File: src/rtl/lsw_pkg.sv
package lsw_pkg;
  localparam int INSN_W = 32;
  localparam int IDX_W  = 5;
  localparam int IMM_W  = 9;
  localparam int SP_IDX = 31;
  localparam logic [10:0] OPC_HI  = 11'b10011001100;
  localparam logic [1:0]  OPC_MID = 2'b00;

  typedef enum logic [2:0] {
    ST_IDLE,
    ST_DEC,
    ST_REQ,
    ST_WAIT,
    ST_WB,
    ST_FAULT
  } st_t;

  typedef struct packed {
    logic             hit;
    logic [IMM_W-1:0] imm;
    logic [IDX_W-1:0] rn;
    logic [IDX_W-1:0] rt;
  } dec_t;
endpackage

File: src/rtl/lsw_decode.sv
module lsw_decode
  import lsw_pkg::*;
(
  input  logic [INSN_W-1:0] insn,
  input  logic              feat,
  output dec_t              dec,
  output logic              undef
);
  always_comb begin
    dec.hit = (insn[31:21] == OPC_HI) && (insn[11:10] == OPC_MID);
    dec.imm = insn[20:12];
    dec.rn  = insn[9:5];
    dec.rt  = insn[4:0];
    undef   = !dec.hit || !feat;
  end
endmodule

File: src/rtl/lsw_agen.sv
module lsw_agen
  import lsw_pkg::*;
#(
  parameter int XLEN       = 64,
  parameter int ALIGN_LOG2 = 4
) (
  input  logic [IDX_W-1:0] rn,
  input  logic [IMM_W-1:0] imm,
  input  logic [XLEN-1:0]  gpr,
  input  logic [XLEN-1:0]  sp,
  output logic [XLEN-1:0]  addr,
  output logic             misalign
);
  localparam int EXT_W = XLEN - IMM_W;

  logic            use_sp;
  logic [XLEN-1:0] base;
  logic [XLEN-1:0] off;

  assign use_sp = (rn == IDX_W'(SP_IDX));
  assign base   = use_sp ? sp : gpr;
  assign off    = {{EXT_W{imm[IMM_W-1]}}, imm};
  assign addr   = base + off;

  generate
    if (ALIGN_LOG2 > 0) begin : g_align
      assign misalign = use_sp && (sp[ALIGN_LOG2-1:0] != '0);
    end else begin : g_noalign
      assign misalign = 1'b0;
    end
  endgenerate
endmodule

File: src/rtl/lsw_sext.sv
module lsw_sext #(
  parameter int IN_W  = 32,
  parameter int OUT_W = 64
) (
  input  logic [IN_W-1:0]  din,
  output logic [OUT_W-1:0] dout
);
  generate
    if (OUT_W > IN_W) begin : g_ext
      assign dout = {{(OUT_W-IN_W){din[IN_W-1]}}, din};
    end else begin : g_pass
      assign dout = din[OUT_W-1:0];
    end
  endgenerate
endmodule

File: src/rtl/lsw_ctrl.sv
module lsw_ctrl
  import lsw_pkg::*;
(
  input  logic clk,
  input  logic rst_n,
  input  logic instr_valid,
  input  logic chk_fail,
  input  logic mem_req_ready,
  input  logic mem_rsp_valid,
  output logic instr_ready,
  output logic cap_insn,
  output logic cap_chk,
  output logic cap_data,
  output logic req_valid,
  output logic rsp_ready,
  output logic wr_en,
  output logic in_fault,
  output logic done
);
  st_t state_q, state_d;

  always_ff @(posedge clk or negedge rst_n) begin
    if (!rst_n) state_q <= ST_IDLE;
    else        state_q <= state_d;
  end

  always_comb begin
    state_d = state_q;
    unique case (state_q)
      ST_IDLE:  if (instr_valid)   state_d = ST_DEC;
      ST_DEC:   state_d = chk_fail ? ST_FAULT : ST_REQ;
      ST_REQ:   if (mem_req_ready) state_d = ST_WAIT;
      ST_WAIT:  if (mem_rsp_valid) state_d = ST_WB;
      ST_WB:    state_d = ST_IDLE;
      ST_FAULT: state_d = ST_IDLE;
      default:  state_d = ST_IDLE;
    endcase
  end

  assign instr_ready = (state_q == ST_IDLE);
  assign cap_insn    = instr_ready && instr_valid;
  assign cap_chk     = (state_q == ST_DEC);
  assign req_valid   = (state_q == ST_REQ);
  assign rsp_ready   = (state_q == ST_WAIT);
  assign cap_data    = rsp_ready && mem_rsp_valid;
  assign wr_en       = (state_q == ST_WB);
  assign in_fault    = (state_q == ST_FAULT);
  assign done        = wr_en || in_fault;
endmodule

File: src/rtl/acq_sword_load_unit.sv
module acq_sword_load_unit
  import lsw_pkg::*;
#(
  parameter int XLEN          = 64,
  parameter int LOAD_BYTES    = 4,
  parameter int SP_ALIGN_LOG2 = 4,
  parameter int RSP_W         = 64
) (
  input  logic             clk,
  input  logic             rst_n,
  input  logic             feat_en,
  input  logic             instr_valid,
  output logic             instr_ready,
  input  logic [31:0]      instr_word,
  output logic [4:0]       rf_rd_idx,
  input  logic [XLEN-1:0]  rf_rd_data,
  input  logic [XLEN-1:0]  sp_value,
  output logic             mem_req_valid,
  input  logic             mem_req_ready,
  output logic [XLEN-1:0]  mem_req_addr,
  output logic [2:0]       mem_req_size,
  output logic             mem_req_acquire,
  input  logic             mem_rsp_valid,
  output logic             mem_rsp_ready,
  input  logic [RSP_W-1:0] mem_rsp_data,
  output logic             rf_wr_en,
  output logic [4:0]       rf_wr_idx,
  output logic [XLEN-1:0]  rf_wr_data,
  output logic             done,
  output logic             undef_flag,
  output logic             align_fault
);
  localparam int WORD_W    = LOAD_BYTES * 8;
  localparam int SIZE_CODE = $clog2(LOAD_BYTES);

  logic [INSN_W-1:0] insn_q;
  logic              feat_q;
  dec_t              dec;
  logic              undef_c, mis_c;
  logic [XLEN-1:0]   addr_c, addr_q, ext_c, data_q;
  logic              undef_q, align_q;
  logic              cap_insn, cap_chk, cap_data, in_fault;
  logic              unused_rsp_hi;

  generate
    if (RSP_W > WORD_W) begin : g_hi
      assign unused_rsp_hi = ^mem_rsp_data[RSP_W-1:WORD_W];
    end else begin : g_nohi
      assign unused_rsp_hi = 1'b0;
    end
  endgenerate

  lsw_decode u_dec (
    .insn  (insn_q),
    .feat  (feat_q),
    .dec   (dec),
    .undef (undef_c)
  );

  lsw_agen #(.XLEN(XLEN), .ALIGN_LOG2(SP_ALIGN_LOG2)) u_agen (
    .rn       (dec.rn),
    .imm      (dec.imm),
    .gpr      (rf_rd_data),
    .sp       (sp_value),
    .addr     (addr_c),
    .misalign (mis_c)
  );

  lsw_sext #(.IN_W(WORD_W), .OUT_W(XLEN)) u_sext (
    .din  (mem_rsp_data[WORD_W-1:0]),
    .dout (ext_c)
  );

  lsw_ctrl u_ctrl (
    .clk           (clk),
    .rst_n         (rst_n),
    .instr_valid   (instr_valid),
    .chk_fail      (undef_c || mis_c),
    .mem_req_ready (mem_req_ready),
    .mem_rsp_valid (mem_rsp_valid),
    .instr_ready   (instr_ready),
    .cap_insn      (cap_insn),
    .cap_chk       (cap_chk),
    .cap_data      (cap_data),
    .req_valid     (mem_req_valid),
    .rsp_ready     (mem_rsp_ready),
    .wr_en         (rf_wr_en),
    .in_fault      (in_fault),
    .done          (done)
  );

  always_ff @(posedge clk or negedge rst_n) begin
    if (!rst_n) begin
      insn_q  <= '0;
      feat_q  <= 1'b0;
      addr_q  <= '0;
      data_q  <= '0;
      undef_q <= 1'b0;
      align_q <= 1'b0;
    end else begin
      if (cap_insn) begin
        insn_q <= instr_word;
        feat_q <= feat_en;
      end
      if (cap_chk) begin
        addr_q  <= addr_c;
        undef_q <= undef_c;
        align_q <= !undef_c && mis_c;
      end
      if (cap_data) data_q <= ext_c;
    end
  end

  assign rf_rd_idx       = dec.rn;
  assign mem_req_addr    = addr_q;
  assign mem_req_size    = 3'(SIZE_CODE);
  assign mem_req_acquire = mem_req_valid;
  assign rf_wr_idx       = dec.rt;
  assign rf_wr_data      = data_q;
  assign undef_flag      = in_fault && undef_q;
  assign align_fault     = in_fault && align_q;
endmodule

File: config.mk
export PLATFORM = sky130hd
export DESIGN_NAME = acq_sword_load_unit
export DESIGN_NICKNAME = d
export VERILOG_FILES = /design/src/rtl/lsw_pkg.sv /design/src/rtl/lsw_decode.sv /design/src/rtl/lsw_agen.sv /design/src/rtl/lsw_sext.sv /design/src/rtl/lsw_ctrl.sv /design/src/rtl/acq_sword_load_unit.sv
export SDC_FILE = /design/constraint.sdc
export NUM_CORES = 1
export LEC_CHECK = 0
export ABC_AREA = 1
export CAP_MARGIN = 0
export CORE_MARGIN = 2
export CORE_UTILIZATION = 60
export DETAILED_ROUTE_END_ITERATION = 10
export DONT_BUFFER_PORTS = 1
export PLACE_DENSITY = 0.77
export SLEW_MARGIN = 25
export SYNTH_ARGS = -nofsm -noshare
export SYNTH_HDL_FRONTEND = slang
export SYNTH_SLANG_ARGS = --single-unit
File: constraint.sdc
create_clock -name clk -period 3.51 [get_ports clk]
set_input_delay 0.1755 -clock clk [delete_from_list [all_inputs] [get_ports clk]]
set_output_delay 0.1755 -clock clk [all_outputs]
set_load 0.1 [all_outputs]
### Word-level counts from Yosys, hierarchy flattened

Index checks and enable logic that the tools add are counted.

* equal/unequal tests: 10
* muxes and demuxes: 6
* $add $sub $neg: 1
* reductions and logical operators: 17

Operators with widths (count)
* $add A64 B64 Y64: 1
* $mux W64: 1
* $mux W3: 4
* $pmux W3 S4: 1
* $eq A11 B11 Y1 const B: 1
* $logic_and A1 B1 Y1: 7
* $eq A3 B2 Y1 const B: 2
* $eq A3 B3 Y1 const B: 2
* $ne A2 B2 Y1 const B: 3
* $eq A5 B5 Y1 const B: 1
* $reduce_bool A4 Y1: 1
* $eq A3 B1 Y1 const B: 1
* $logic_not A1 Y1: 3
* $logic_not A3 Y1: 1
* $logic_or A1 B1 Y1: 3
* $reduce_and A3 Y1: 1
* $logic_not A2 Y1: 1

* register bits after elaboration: 134
* bits of input ports: 230

### Depth between registers and ports, before layout

* depth after elaboration: 7
* depth in mapped cells: 21
* mapped depth without buffers: 19

### By module

Synthesis repeated with hierarchy kept, for this count alone.

* cell total of the unflattened synthesis: 2353
* area total of the unflattened synthesis: 14054.7 µm²

Modules (own cells, without submodules)
* lsw_agen: cells each 1512, area each 6787.8 µm², times used 1
* acq_sword_load_unit: cells each 700, area each 6311.1 µm², times used 1
* lsw_sext: cells each 64, area each 480.5 µm², times used 1
* lsw_decode: cells each 39, area each 239.0 µm², times used 1
* lsw_ctrl: cells each 38, area each 236.5 µm², times used 1

### Worst setup path after synthesis

Ideal clock, no wire load.

* kind: register -> register
* from: register u_ctrl.state_q[2]
* to: register u_ctrl.state_q[0]
* arrival time: 3.365 ns
* stages on the path, launching flop included: 8
* buffers on the path: 0
* library setup time: 0.123 ns
* setup slack: 0.022 ns
* cells stage by stage: dfrtp_1 nor3_1 inv_1 o211a_1 inv_1 nor2_1 o21ai_0 nand2_1

* cells in the longest elaborated chain, start to end: 3
* elaborated cells on any way between the ends: 9
* classes of those cells: eq/ne: 6; mux: 1; reduce/logical: 2

Ends and longest elaborated chain
* start: declaration: RTL line lsw_ctrl.sv:20 `st_t state_q, state_d;`
* start signal: assignment: RTL line lsw_ctrl.sv:24 `else state_q <= state_d;`
* $eq A3 B2 Y1 *
* named net mem_req_acquire: RTL line acq_sword_load_unit.sv:22 `output logic mem_req_acquire,`
* $ne A2 B2 Y1 (no source line)
* $reduce_and A3 Y1 (no source line)

The timed path passes the listed nets; every way through them passes the cells marked *.
A chain may end at the register's enable or synchronous reset.

### Final worst setup path

* from: register insn_q[7]
* to: register addr_q[52] (netlist: mem_req_addr[52])

* cells in the longest elaborated chain, start to end: 3

Ends and longest elaborated chain
* start: declaration: RTL line acq_sword_load_unit.sv:36 `logic [INSN_W-1:0] insn_q;`
* start signal: assignment: RTL line acq_sword_load_unit.sv:102 `insn_q <= instr_word;`
* $eq A5 B5 Y1: RTL line lsw_agen.sv:20 `assign use_sp = (rn == IDX_W'(SP_IDX));`
* $mux W64: RTL line lsw_agen.sv:21 `assign base = use_sp ? sp : gpr;`
* $add A64 B64 Y64: RTL line lsw_agen.sv:23 `assign addr = base + off;`
* end signal: assignment: RTL line acq_sword_load_unit.sv:106 `addr_q <= addr_c;`
* end: declaration: RTL line acq_sword_load_unit.sv:40 `logic [XLEN-1:0] addr_c, addr_q, ext_c, data_q;`

No other way between the ends.

==> results.toml <==
[outcome]
outcome = "completed"

[timing]
slew_headroom = 0.254
clock.fmax_ghz = 0.304
fin_setup_tns_ps = 0
fin_worst_skew_ps = 12.9
fin_crit_sh = 0.937
setup_slack_ps = 222
rsz0062_at_grt = "no"
timing.hold.ws_ps = 60.6
worst_pin_slew_ps = 1120
hold_violations = 0
setup_viol = 0
fin_crit_ps = 3290
maxSlewViolCount = 0

[cts]
clkSlewWorstSetupHoldPaths_ps = 80
clk_latency_ps = 440
cts.sinks = 134
root_buffer = "clkbuf_16"
cts-buffers-inserted = 17
post_cts_buffers = 0
cts_buffer_depth = 2
cts_tree = "built"
ctsHtreeMaxLevel = 4

[worst_setup_path]
cp_num_buf_inv = 2
rrSetupSlack_ps = 220
max_stage_delay_ps = 370
cp.arrival_ps = 3640
crit_fanout = 30
cpMaxStageDelayCell = "dfrtp_1"
setup.worst_path.end_class = "register"
critPathLaunchType = "register"
path_delay_family = "simple AND/OR/NAND/NOR gates"
crit_top_cell = "nand3_1"
crit_type = "register to register"
cp_data_required_time_ps = 3860
crit_chain = "nand3_1 > nor2_4 > buf_12 > mux2_2 > ha_1 > inv_1 > fa_1 > nor2_1 > or2_2 > nand3_1 > nand3_2 > nand2_1 > nand3_1 > nand2_1 > nand3_1 > nand2_1"

[global_route]
grt_max_degree = 135
track_usage = 0.371
overflow = 0
grt_pass1_vias = 11310
grt_pass1_wl_um = 61500
antenna_found_initial = 4

[final_layout]
instances_no_fill = 2152
final_cell_mix = "694 x nand2_1, 333 x inv_1, 132 x dfrtp_1"
nets = 2171
drive_above_1_share = 0.129
area_growth_pct = 12.6
final_common_cell = "nand2_1"

[synth]
synthArstFlopShare = 1.00
avgSynthCellArea_um2 = 6.62
synth_seq_cells = 134
yosys_warnings = 0
ys.flop_type = "dfrtp_1"
synth_area_leader_cell = "dfrtp_1"
ys_types = 36
synth_edf_count = 0
synth.cell_area_mm2 = 0.0121
syn_inst = 1832
synth_top_area_share = 0.277
ys_top_cells_by_area = "dfrtp_1 28%, nand2_1 21%, mux2_2 12%"
ys_seq_area_frac = 0.277

[detailed_routing]
drtIter0Drc = 882
vias = 11612
routedWlPerCell_um = 18.7
drt_pass1_iterations = 7
ant_nets = 0
drc = 0
vias_per_cell = 5.40
routed_wirelength_um = 40300

[floorplan]
die-width_um = 146
start_util = 0.617
dieHeight_um = 146
pin_count = 379
rows = 51
dieArea_mm2 = 0.0214
core-area_mm2 = 0.0197

[placement]
dp.final_hpwl_um = 29900
gp_congestion = 0.991
placed_cells = 2049
place_ws_ps = 337
portBuffers = 0

[hold_path]
holdCritPathClass = "primary input to register"

[job]
drv_cap = 0
## layer usage
metal	wire, um	up-vias	part of all wire	track usage
met4	1570	0	0.039	0.155
li1	-	5651	-	-
met5	0	-	0	0
met1	16700	5294	0.41	0.477
met3	3710	100	0.092	0.0941
met2	18300	567	0.45	0.598
## stage by stage
step                      utilization  area (um^2)
final                           0.695        13700
after global routing            0.695        13700
after CTS                       0.694        13600
after detailed placement        0.628        12300
after global placement          0.627        12300
after floorplan                     -        12100
## cell families after synthesis
family | after synthesis | synth area share
AO/OA/AOI/OAI | 91 | 0.0392
XOR/XNOR | 25 | 0.0181
adder cells (fa/ha/maj) | 70 | 0.0729
buffers and inverters | 412 | 0.144
flip-flops | 134 | 0.277
multiplexers | 126 | 0.117
other | 2 | 0.000619
AND/OR/NAND/NOR | 972 | 0.332
## layout make-up
| cell class | instances | area [um^2] |
|---|---|---|
| antenna | 3 | 7.51 |
| clock buffer | 17 | 425 |
| clock inverter | 15 | 185 |
| fill | 1695 | 6000 |
| inverter | 339 | 1270 |
| multi-input combinational | 1287 | 7080 |
| sequential | 134 | 3360 |
| tap | 265 | 332 |
| timing repair buffer | 92 | 998 |
## worst paths after layout
path,cells past startpoint,from,endpoint
worst max-delay path,16,insn_q[7],mem_req_addr[52]
worst min-delay path,2,mem_req_ready,u_ctrl.state_q[1]
worst max register to register,16,insn_q[7],mem_req_addr[52]
worst min register to register,1,insn_q[17],insn_q[17]
max in group asynchronous,2,rst_n,rf_wr_data[31]
min in group asynchronous,2,rst_n,mem_req_addr[26]
## Yosys cell counts, types with 15 or more instances
cell	count
mux2_2	126
ha_1	69
dfrtp_1	134
nand2_1	694
nand3_1	86
nand2_2	15
inv_1	334
a21oi_1	46
nor2_2	15
xnor2_1	23
nor2_1	110
buf_2	20
buf_4	46
o21ai_0	25
## state kept, by name (all words and copies together) (netlist names)
register and count:
u_ctrl.state_q 3, feat_q 1, insn_q 32, mem_req_addr 64, rf_wr_data 32, undef_q 1, align_q 1
## repair_timing
| action | 4_1_cts | 5_1_grt |
|---|---|---|
| resized for setup | 0 | 1 |
| endpoints found under the setup margin | 0 | 1 |
| hold endpoints to repair | 200 | 0 |
| hold buffers | 68 | 0 |
Power is not shown: default switching activity piles up to over one toggle a cycle in this logic, so the estimate is an artifact.
